`src/rtl/prbs_lock_ctrl.sv`:
```
`timescale 1ns/1ps
// prbs_lock_ctrl: acquisition and lock state.
// In acquisition it counts consecutive good words and locks on the GOOD_RUN-th.
// While locked it counts errored words in back-to-back windows of LOSS_WIN
// words that start at the lock edge, and unlocks on the LOSS_THR-th.
// Assumes word_ok_i is valid on every cycle.
module prbs_lock_ctrl #(
    parameter int GOOD_RUN = 16,
    parameter int LOSS_WIN = 32,
    parameter int LOSS_THR = 8
) (
    input  logic clk,
    input  logic rst_n,
    input  logic resync_i,
    input  logic word_ok_i,
    output logic locked_o
);

    localparam int RW = $clog2(GOOD_RUN + 1);
    localparam int WW = $clog2(LOSS_WIN + 1);
    localparam int BW = $clog2(LOSS_THR + 1);
    localparam logic [RW-1:0] RUN_LAST = RW'(GOOD_RUN - 1);
    localparam logic [WW-1:0] WIN_LAST = WW'(LOSS_WIN - 1);
    localparam logic [BW-1:0] BAD_MAX  = BW'(LOSS_THR);

    logic          locked_q;
    logic [RW-1:0] run_q;
    logic [WW-1:0] win_q;
    logic [BW-1:0] bad_q;
    logic [BW-1:0] bad_nxt;

    // Errored-word count including the current word
    always_comb bad_nxt = bad_q + (word_ok_i ? BW'(0) : BW'(1));

    // Acquisition run counter, loss window and lock flag
    always_ff @(posedge clk) begin
        if (!rst_n || resync_i) begin
            locked_q <= 1'b0;
            run_q    <= '0;
            win_q    <= '0;
            bad_q    <= '0;
        end else if (!locked_q) begin
            win_q <= '0;
            bad_q <= '0;
            if (!word_ok_i) begin
                run_q <= '0;
            end else if (run_q == RUN_LAST) begin
                locked_q <= 1'b1;
                run_q    <= '0;
            end else begin
                run_q <= run_q + RW'(1);
            end
        end else begin
            run_q <= '0;
            if (bad_nxt >= BAD_MAX) begin
                locked_q <= 1'b0;
                win_q    <= '0;
                bad_q    <= '0;
            end else if (win_q == WIN_LAST) begin
                win_q <= '0;
                bad_q <= '0;
            end else begin
                win_q <= win_q + WW'(1);
                bad_q <= bad_nxt;
            end
        end
    end

    assign locked_o = locked_q;

    // the run counter never reaches GOOD_RUN
    a_r6_run_bound: assert property (@(posedge clk) disable iff (!rst_n)
        run_q < RW'(GOOD_RUN));

    // the errored-word count never reaches the threshold while held
    a_r10_bad_bound: assert property (@(posedge clk) disable iff (!rst_n)
        bad_q < BAD_MAX);

    // the threshold-th errored word in a window unlocks
    a_r10_loss_drops: assert property (@(posedge clk) disable iff (!rst_n)
        (locked_q && !word_ok_i && bad_q == BW'(LOSS_THR - 1)) |=> !locked_q);

    // an errored word in acquisition restarts the run
    a_r7_restart: assert property (@(posedge clk) disable iff (!rst_n)
        (!locked_q && !word_ok_i) |=> (run_q == '0 && !locked_q));

endmodule

```
`config.mk`:
```
export PLATFORM = sky130hd
export DESIGN_NAME = prbs_lock_ctrl
export DESIGN_NICKNAME = d
export VERILOG_FILES = /design/src/rtl/prbs_lock_ctrl.sv
export SDC_FILE = /design/constraint.sdc
export NUM_CORES = 1
export LEC_CHECK = 0
export ABC_AREA = 1
export BUFFER_PORTS_ARGS = -buffer_cell sky130_fd_sc_hd__buf_2
export CAP_MARGIN = 20
export CORE_MARGIN = 2
export CORE_UTILIZATION = 49
export DETAILED_ROUTE_END_ITERATION = 8
export PLACE_DENSITY_LB_ADDON = 0.12
export SLEW_MARGIN = 40
export SYNTH_ARGS = -nofsm -noshare
export SYNTH_HDL_FRONTEND = slang
export SYNTH_SLANG_ARGS = --single-unit
```
`constraint.sdc`:
```
create_clock -name clk -period 1.6 [get_ports clk]
set_clock_uncertainty 0.2 [all_clocks]
set_input_delay 0.08 -clock clk [delete_from_list [all_inputs] [get_ports clk]]
set_output_delay 0.08 -clock clk [all_outputs]
set_load 0.02 [all_outputs]
```
### Word-level counts from Yosys, hierarchy flattened

Cells that the tools add are included.
W data, S select, Z words.

* flip-flop bits (word level): 16
* input port bits: 4
* output and inout bits: 1
* logic and storage cells: 21

* add/sub/neg operators: 3
* magnitude comparators: 1
* eq/ne operators: 2
* multiplexer cells: 5
* bitwise operators: 2
* reductions and logical operators: 4

Operators by type and width (count)
* $reduce_or A4 Y1: 2
* $add A6 B1 Y6 const B: 1
* $eq A6 B5 Y1 const B: 1
* $add A5 B1 Y5 const B: 1
* $eq A5 B4 Y1 const B: 1
* $mux W1: 5
* $add A4 B1 Y4: 1
* $ge A4 B4 Y1 const B: 1
* $not A1 Y1: 2
* $logic_not A1 Y1: 1
* $logic_or A1 B1 Y1: 1

### Longest topological paths before layout

* depth in word-level cells: 5
* mapped depth: 7
* gate-level depth less buffers: 7

### Worst setup path before layout

Ideal clock, no wire load.

* path kind: reg-to-reg
* start: reg run_q[0]
* end: reg run_q[2]
* setup time: 0.073 ns
* arrival: 1.173 ns
* data required time: 1.327 ns
* slack: 0.154 ns
* stages on the path, launching flop included: 7
* buffers on the path: 0
* period minus slack after synthesis: 1.446 ns
* path through: dfxtp_1 > ha_1 > nand2_1 > nor2_1 > ha_1 > nand3b_1 > nor3b_2

* word-level cells in the longest chain between the ends: 2
* elaborated cells on any way between the ends: 3
* those cells by class: add/sub (1); eq/ne (1); reduce/logical (1)

RTL lines
* start: declaration: line 27 `logic [RW-1:0] run_q;`
* start signal: assignment: line 51 `run_q <= run_q + RW'(1);`
* parallel branches: the longest is 2 deep, another holds $add A5 B1 Y5

Several ways; the timed one is not identified.
A chain may end at the register's enable or synchronous reset.

### Final worst setup path

Same ends and word-level chain as after synthesis.

==> impl_metrics.yaml <==
status:
  status: "complete, no violations"
placed_design:
  placedInstanceArea_um2: 721
  dp_hpwl_um: 671
  dp_cells: 99
  pre_cts_ws_ps: 52.7
  io_buffers: 4
  globalplace.congestion: 0.599
final_layout:
  layout_commonest_cell: "nor2_1"
  diodes: 0
  fin_cells: 106
  area_delta_synth_final_pct: 16.3
  regArea_um2: 323
  drive_gt1_share_pct: 18.7
  fin_util_pct: 61.0
  nFillCells: 126
  fin_area_um2: 793
  multi_input_area_um2: 330
  final_cell_mix: "nor2_1, dfxtp_1, inv_1"
  final_nets: 102
floorplan:
  core_um2: 1300
  pin_count: 5
  die_y_um: 41.3
  initial_core_util_pct: 52.4
  die_x_um: 41.3
  dieArea_um2: 1710
  fp-row-count: 13
setup_path:
  worstSetupEndpointType: "flip-flop"
  critPathLaunchType: "flip-flop"
  path_class: "reg -> reg"
  regToRegSetupSlack_ps: 30
  endpoint: "run_q[2]"
  r2r_cells: 6
  cp.required_ps: 1610
  r2r-start: "run_q[0]"
  startpoint: "run_q[0]"
  crit_fanout: 5
  rr_endpoint: "run_q[2]"
  crit_arrival_ps: 1580
detailed_routing:
  drt-vias-per-instance: 4.58
  drt_iter0_drc: 3
  postRouteAntennaNets: 0
  drc: 0
  drtPass1Iterations: 3
  dr_total_vias: 485
  post_drt_wl_per_cell_um: 9.39
  wirelength_um: 995
clock_network:
  clk_pin_slew_worst_paths_ps: 80
  clock_latency_ps: 270
  cts-root-buf: "clkbuf_4"
  cts_buffer_depth: 2
  cts-htree-levels: 1
  cts_tree: "done"
  clock-sinks: 16
  cts_buffers: 3
yosys:
  muxShareOfSynthArea_pct: 0
  synth-seq-area-share_pct: 47.0
  synth_compound_area_share_pct: 2.57
  synthAdderAreaFrac_pct: 9.17
  synthXorXnorAreaFrac_pct: 5.14
  yosys.area_share.simple_pct: 29.5
  synth_top_family_by_area: "simple AND/OR/NAND/NOR gates"
  syn-cell-area_um2: 682
  synth_nets: 89
  ys.warnings.count: 0
  ys_seq_elements: 16
  synthCells: 80
  synth.avg_cell_area_um2: 8.52
  synthDistinctLibCells: 18
sta:
  setup_viol: 0
  hold_violations: 0
  setup_tns_ps: 0
  min_period_over_period_pct: 97.8
  worst_slack_ps: 34.6
  drv_slew: 0
  fin_crit_ps: 1570
  max_freq_ghz: 0.639
  hold_slack_ps: 114
flow_run:
  cap_violations: 0
pwr:
  p_leak_nw: 0.306
  power.total_uw: 629
  power-per-cell-area_nw_per_um2: 793
  ir_worst_vdd_v: 0.000604
global_route:
  grt_max_degree: 10
  grt_pass1_wl_mm: 1.32
  grt_pass1_vias: 342
  grt_usage_pct: 12.7
  antenna_found_initial: 0
  grt_overflow: 0
min_path:
  whs_path_depth: 5
  hp-class: "in -> reg"
[sequential cells by signal (all words and copies together), names as in the netlist]
signal    count
win_q         6
bad_q         4
run_q         5
locked_o      1
[cell usage after synthesis, drive strengths merged]
cell	instances	area (µm²)
a21oi	2	10.0
conb	1	3.75
dfxtp	16	320
ha	5	62.6
inv	11	41.3
nand2	9	33.8
nand3	7	47.6
nand3b	1	7.51
nand4	3	18.8
nor2	19	81.3
nor3b	1	12.5
o21bai	1	7.51
xnor2	2	17.5
xor2	2	17.5
[routing by layer]
metal	wire, µm	part of all wire, %	vias to the layer above	track usage (%)
met1	520	52	202	16.0
met4	12	1.2	0	9.68
met3	32	3.2	2	3.19
met2	429	43	5	18.4
li1	-	-	276	-
met5	0	0	-	0
[critical path, stage by stage (launching register included)]
cell	delay [ps]
dfxtp_2	340
ha_2	190
nand2_1	70
nor2_1	40
ha_1	170
nand3b_1	270
nor3b_2	210
[timing repair]
action                                  CTS  global route
resized for setup                         0             5
setup buffers                             0             1
endpoints found under the setup margin    0            12
hold buffers                              3             0
hold endpoints to repair                  1             0
[power breakdown]
part / internal (mW) / leakage, nW / switching, mW
registers: 0.401 / 0.130 / 0.00233
logic: 0.0136 / 0.162 / 0.0132
clock network: 0.0871 / 0.0138 / 0.112
total: 0.501 / 0.306 / 0.128
[area by class of cell]
cell class	count	area share, %
Multi-Input combinational cell	53	41.6
Clock buffer	3	2.84
Tap cell	15	2.37
Sequential cell	16	40.7
Inverter	11	5.21
Timing Repair Buffer	8	7.26
[logic make-up (layout without fill, tap and decap cells)]
logic type,count (synthesis),count (layout)
DFF,16,16
xor gates and xnor gates,4,4
and+or+nand+nor,40,40
adders and majority gates,5,5
other,1,1
AOI/OAI and AO/OA,3,3
buffers and inverters,11,22
[worst min-delay path by stage]
| stage | to | startpoint | slack, ps |
|---|---|---|---|
| floorplan | locked_o | resync_i | 60 |
| global placement | locked_o | resync_i | 160 |
| detailed placement | locked_o | resync_i | 160 |
| CTS | run_q[4] | rst_n | 80 |
| global route | run_q[0] | rst_n | 140 |
| finish | run_q[1] | rst_n | 110 |
No activity file was read; power rests on OpenSTA's default activity.
